### src/rtl/blkmv_pkg.sv
package blkmv_pkg;
   typedef enum logic [2:0] {
      PH_OP  = 3'd0,
      PH_DBK = 3'd1,
      PH_SBK = 3'd2,
      PH_RD  = 3'd3,
      PH_WR  = 3'd4,
      PH_IO1 = 3'd5,
      PH_IO2 = 3'd6
   } phase_t;
endpackage

### src/rtl/blkmv_phase.sv
module blkmv_phase
   import blkmv_pkg::*;
(
   input  logic   clk,
   input  logic   rst_n,
   input  logic   start,
   input  logic   last,
   output logic   busy,
   output phase_t phase,
   output logic   iter_end,
   output logic   finish
);
   assign iter_end = busy && (phase == PH_IO2);
   assign finish   = iter_end && last;

   always_ff @(posedge clk or negedge rst_n) begin
      if (!rst_n) begin
         busy  <= 1'b0;
         phase <= PH_OP;
      end else if (!busy) begin
         if (start) begin
            busy  <= 1'b1;
            phase <= PH_OP;
         end
      end else if (phase == PH_IO2) begin
         phase <= PH_OP;
         if (last) busy <= 1'b0;
      end else begin
         phase <= phase_t'(phase + 3'd1);
      end
   end
endmodule

### src/rtl/blkmv_step.sv
module blkmv_step #(
   parameter int W = 16
) (
   input  logic         clk,
   input  logic         rst_n,
   input  logic         load,
   input  logic         step,
   input  logic         up,
   input  logic [W-1:0] init,
   output logic [W-1:0] val
);
   localparam logic [W-1:0] ONE = W'(1);

   always_ff @(posedge clk or negedge rst_n) begin
      if (!rst_n)    val <= '0;
      else if (load) val <= init;
      else if (step) val <= up ? val + ONE : val - ONE;
   end
endmodule

### src/rtl/blkmv_seq.sv
module blkmv_seq
   import blkmv_pkg::*;
#(
   parameter int OFF_W  = 16,
   parameter int BANK_W = 8,
   parameter int DATA_W = 8,
   parameter int INSN_LEN = 3
) (
   input  logic                    clk,
   input  logic                    rst_n,
   input  logic                    start,
   input  logic                    dir_up,
   input  logic [OFF_W-1:0]        pc_in,
   input  logic [BANK_W-1:0]       pbr_in,
   input  logic [OFF_W-1:0]        x_in,
   input  logic [OFF_W-1:0]        y_in,
   input  logic [OFF_W-1:0]        c_in,
   input  logic [DATA_W-1:0]       rd_data,
   output logic [BANK_W+OFF_W-1:0] addr,
   output logic [DATA_W-1:0]       wr_data,
   output logic                    rw_n,
   output logic                    vda,
   output logic                    busy,
   output logic                    iter_end,
   output logic                    done,
   output logic [OFF_W-1:0]        x_out,
   output logic [OFF_W-1:0]        y_out,
   output logic [OFF_W-1:0]        c_out,
   output logic [BANK_W-1:0]       dbr_out,
   output logic [OFF_W-1:0]        pc_out
);
   localparam int NPTR = 2;
   localparam logic [OFF_W-1:0] ONE  = OFF_W'(1);
   localparam logic [OFF_W-1:0] SKIP = OFF_W'(INSN_LEN);

   if (OFF_W < 8 || BANK_W < 1 || DATA_W < BANK_W) begin : g_bad_width
      $error("blkmv_seq: unsupported width parameters");
   end
   if (INSN_LEN < 3) begin : g_bad_len
      $error("blkmv_seq: instruction must span opcode and two bank bytes");
   end

   phase_t            phase;
   logic              load;
   logic              dir_q;
   logic [BANK_W-1:0] pbr_q;
   logic [BANK_W-1:0] sbk_q;
   logic [DATA_W-1:0] hold_q;
   logic [OFF_W-1:0]  ptr_init [NPTR];
   logic [OFF_W-1:0]  ptr_val  [NPTR];

   assign load = start && !busy;

   blkmv_phase u_phase (
      .clk      (clk),
      .rst_n    (rst_n),
      .start    (start),
      .last     (c_out == '0),
      .busy     (busy),
      .phase    (phase),
      .iter_end (iter_end),
      .finish   (done)
   );

   assign ptr_init[0] = x_in;
   assign ptr_init[1] = y_in;

   for (genvar i = 0; i < NPTR; i++) begin : g_ptr
      blkmv_step #(.W(OFF_W)) u_step (
         .clk   (clk),
         .rst_n (rst_n),
         .load  (load),
         .step  (iter_end),
         .up    (dir_q),
         .init  (ptr_init[i]),
         .val   (ptr_val[i])
      );
   end

   assign x_out = ptr_val[0];
   assign y_out = ptr_val[1];

   always_ff @(posedge clk or negedge rst_n) begin
      if (!rst_n) begin
         c_out   <= '0;
         pc_out  <= '0;
         pbr_q   <= '0;
         dir_q   <= 1'b0;
         dbr_out <= '0;
         sbk_q   <= '0;
         hold_q  <= '0;
      end else if (load) begin
         c_out  <= c_in;
         pc_out <= pc_in;
         pbr_q  <= pbr_in;
         dir_q  <= dir_up;
      end else if (busy) begin
         case (phase)
            PH_DBK:  dbr_out <= rd_data[BANK_W-1:0];
            PH_SBK:  sbk_q   <= rd_data[BANK_W-1:0];
            PH_RD:   hold_q  <= rd_data;
            PH_IO2: begin
               c_out <= c_out - ONE;
               if (done) pc_out <= pc_out + SKIP;
            end
            default: ;
         endcase
      end
   end

   always_comb begin
      addr = {pbr_q, pc_out};
      if (busy) begin
         case (phase)
            PH_OP:   addr = {pbr_q, pc_out};
            PH_DBK:  addr = {pbr_q, pc_out + ONE};
            PH_SBK:  addr = {pbr_q, pc_out + ONE + ONE};
            PH_RD:   addr = {sbk_q, x_out};
            default: addr = {dbr_out, y_out};
         endcase
      end
   end

   assign wr_data = hold_q;
   assign rw_n    = !(busy && phase == PH_WR);
   assign vda     = busy && (phase == PH_RD || phase == PH_WR);
endmodule

### config.mk
export PLATFORM = sky130hd
export DESIGN_NAME = blkmv_seq
export DESIGN_NICKNAME = d
export VERILOG_FILES = /design/src/rtl/blkmv_pkg.sv /design/src/rtl/blkmv_phase.sv /design/src/rtl/blkmv_step.sv /design/src/rtl/blkmv_seq.sv
export SDC_FILE = /design/constraint.sdc
export NUM_CORES = 1
export LEC_CHECK = 0
export BUFFER_PORTS_ARGS = -buffer_cell sky130_fd_sc_hd__buf_2
export CORE_UTILIZATION = 45
export DETAILED_ROUTE_END_ITERATION = 10
export GPL_TIMING_DRIVEN = 1
export PLACE_DENSITY = 0.74
export SLEW_MARGIN = 20
export SYNTH_ARGS = -nofsm -noshare
export SYNTH_HDL_FRONTEND = slang
export SYNTH_HIERARCHICAL = 1
export SYNTH_SLANG_ARGS = --single-unit
### constraint.sdc
create_clock -name clk -period 2.74 [get_ports clk]
set_input_delay 0.274 -clock clk [delete_from_list [all_inputs] [get_ports clk]]
set_output_delay 0.274 -clock clk [all_outputs]
set_load 0.005 [all_outputs]
==> metrics.txt <==
status finished, violations left; failing checks setup timing; fmax 0.335 GHz; dpl ws -0.000265 ns; Leak Pwr 0.00450 uW; worst min-delay path category input port to flop; Post-route DRC 0; H-Tree Level Count 3; largest net degree at the start of global routing 63; Routed WL 25.4 mm; Post-DP HPWL 19.3 mm; layout cells sized above 1 34.6%; grt ovf 0; Seq. cell area 0.00253 mm2; Synth Flop Type dfrtp_1; initial antenna violation count 1; Async SR Flop Fraction 100%; Initial Utilization 46.1%; Post-Place Cells about 1400; Setup violations, final 10; cell area after synthesis about 0.008 mm2; TritonRoute pass-1 iters 5; Distinct cells, synth 86; Post-Synthesis Cells 936; min Tclk post-route about 3.0 ns; Clock transition at path regs roughly 0.070 ns; Pint 5740 uW; post-synth net total between 1000 and 1500; Seq cells post-synth 101; clock buffer depth 2; power density cells 1020 mW/mm2; clk sinks 101; Crit Path Class flop to output port; first-pass GRT wire length 39.4 mm; via count 8073; switching fraction of total power 45.1%; crit path DAT 2.71 ns; Multi-input gate area 0.00532 mm2; critical path startpoint category flop; via count normalized by instance count about 5.7; Post-synth EDFFs 0; vias in the first global route 7704; measured slew at the worst slew-check pin 0.523 ns; FF-to-FF setup slack between 0.1 and 0.15 ns; P_sw 4730 uW; setup TNS -1.66 ns; synthesis-to-layout area growth 28.8%; core area 0.0174 mm2; Hold Path Stages 3; Die Area roughly 0.018 mm2; Comb pwr share 61.3%; cts bufs inserted 9; CTS tree done; initial DRC count 412; Final nets 1298; Worst Hold Launch c_in[1]; max_cap viols 0; crit path launch pc_out[0]$_DFFE_PN0P_; Mean Syn Cell Area ~8.6 um2; Max IR drop VDD between 500 and 600 uV; Final WS setup -0.249 ns; CP Capture Type output port; worst path required time 2.47 ns; clock share of power between 10% and 20%; Tot GR Track Use 27.7%; row count 48; worst-skew pair later-pin latency 0.36 ns; crit-path max FO 5; Period Utilization, post-route 109%; synth warn 6; Clock Skew 0.00921 ns; RSZ-0062 raised after global routing yes; sequential fraction of the synthesis area 31.6%; non-filler instance count after layout 1411; Die Y 135 um; Final GP Congestion 0.953; hold path endpoint c_out[1]$_DFFE_PN0P_; Fill cells 1593; fin. max-slew vios 0; Root Buffer clkbuf_16; r2r startpoint dir_q$_DFFE_PN0P_; FF-to-FF End g_ptr[0].u_step/val[9]$_DFFE_PN0P_; power share of the sequential group 25.9%; I/O pins 193; DIE WIDTH 135 um; ANT nets after route 0; Avg WL per Cell around 18 um; FF-to-FF path depth 9; final hold viol count 0; number of port buffers 192; Max transition margin 65.1%
==> synthesized netlist by cell type, types with 8 or more instances <==
cell        n  area [um2]
a21o_1     11        82.6
a21oi_1    69         345
a221o_1    10         100
a22oi_1     9        67.6
and3_1      8        50.1
buf_2       8        40.0
clkbuf_1   33         124
dfrtp_1   101        2530
ha_1       32         400
inv_1      33         124
mux2_2     30         338
mux2i_1    19         190
nand2_1   131         492
nand2b_1   14        87.6
nand3_1    28         140
nor2_1     60         225
nor2b_1     8        50.1
nor3_1     24         120
o211ai_1   14         105
o21ai_0    54         270
o21ai_1     8        40.0
o22a_1      8        70.1
o22ai_1    11        68.8
or3_1      11        68.8
xnor2_1    43         377
xor2_1     20         175
==> logic make-up (layout without fill, tap and decap cells) <==
family / Yosys count / in the layout / share of synthesized area, %
buffers and inverters: 87 / 336 / 4.81
AO/OA/AOI/OAI: 264 / 264 / 23.2
XOR/XNOR: 64 / 64 / 7.09
AND/OR/NAND/NOR: 337 / 337 / 21.3
flip-flops: 101 / 101 / 31.6
multiplexers: 49 / 49 / 6.59
other: 0 / 1 / 0
adder cells (fa/ha/maj): 34 / 34 / 5.50
==> worst max-delay path, stage by stage, from the launching register on <==
cell and delay, ns:
dfrtp_1 0.41, buf_6 0.15, inv_2 0.06, ha_4 0.27, nand2b_4 0.06, nor3_4 0.19, o211ai_1 0.23, a211oi_4 0.39
a211oi_2 0.12, o21ai_1 0.18, o311ai_2 0.15, buf_2 0.16
==> per-layer routing <==
layer  routed length, um  part of all wire [%]  up-vias  track usage, %
li1                    -                     -     3882               -
met1               11200                    44     3848            35.8
met2               11900                    47      297            45.9
met3                1630                   6.4       46            5.69
met4                 728                   2.9        0            9.30
met5                   0                     0        -               0
==> worst max-delay path by stage <==
stage | endpoint | slack [ns] | cells after the start
final | addr[13] | -0.25 | 11
after global routing | addr[11] | -0.41 | 11
after CTS | addr[13] | -0.23 | 9
after detailed placement | addr[11] | -0.0003 | 9
after global placement | addr[11] | 0.01 | 9
after floorplan | addr[14] | 0.19 | 9
==> final cells by class <==
type	count	area share [%]
clock buffer	10	2.22
multi-input combinational	748	51.6
timing repair buffer	284	16.7
sequential	101	24.6
antenna	1	0.0243
inverter	36	1.42
tap	225	2.73
clock inverter	6	0.692
==> per-stage QoR <==
step / utilization (%) / hold WS, ns / cell area [um2] / total power, uW
6_report: 59.4 / 0.107 / 10300 / 10500
5_1_grt: 59.4 / 0.109 / 10300 / 11300
4_1_cts: 57.7 / 0.0994 / 10000 / 10300
3_5_place_dp: 55.5 / 0.167 / 9630 / 8890
3_3_place_gp: 55.5 / 0.168 / 9630 / 8790
2_1_floorplan: - / -0.0216 / 8010 / 6580
==> sequential cells by signal, summed over array words and instances (netlist names) <==
name and cells:
dir_q 1, g_ptr.u_step/val 32, u_phase/phase 3, dbr_out 8
sbk_q 8, pbr_q 8, c_out 16, u_phase/busy 1
pc_out 16, wr_data 8
==> placed cells by master (no fill, tap or decap), types with 8 or more instances in the layout <==
cell       synthesis  routed
nand2_1          131     131
a21oi_1           69      65
or3_1             11      11
inv_1             33      29
a22oi_1            9       9
o21ai_0           54      51
and3_1             8       8
a21o_1            11      11
dfrtp_1          101      95
buf_2              8     191
xor2_1            20      20
ha_1              32      30
nand2b_1          14      13
mux2i_1           19      19
o22a_1             8       8
nor3_1            24      20
nand3_1           28      25
o21ai_1            8       9
clkbuf_16          0       9
o22ai_1           11      11
mux2_2            30      30
nor2_1            60      59
o211ai_1          14      14
nor2b_1            8       8
xnor2_1           43      41
a221o_1           10      10
buf_4              5      85
==> power groups by stage <==
stage | sequential (uW) | combinational (uW) | clock, uW
detailed placement | 2720 | 6170 | 0
global route | 2780 | 7080 | 1410
global placement | 2700 | 6090 | 0
CTS | 2690 | 6250 | 1360
floorplan | 2510 | 4070 | 0
finish | 2710 | 6420 | 1330
==> what timing repair did <==
item / in CTS / in global routing
hold endpoints to repair: 16 / 0
buffers inserted: 5 / 10
gates resized for setup: 14 / 43
hold buffers: 1 / 0
pin swaps: 4 / 25
endpoints found under the setup margin: 12 / 44
(Power assumes the default switching activity.)
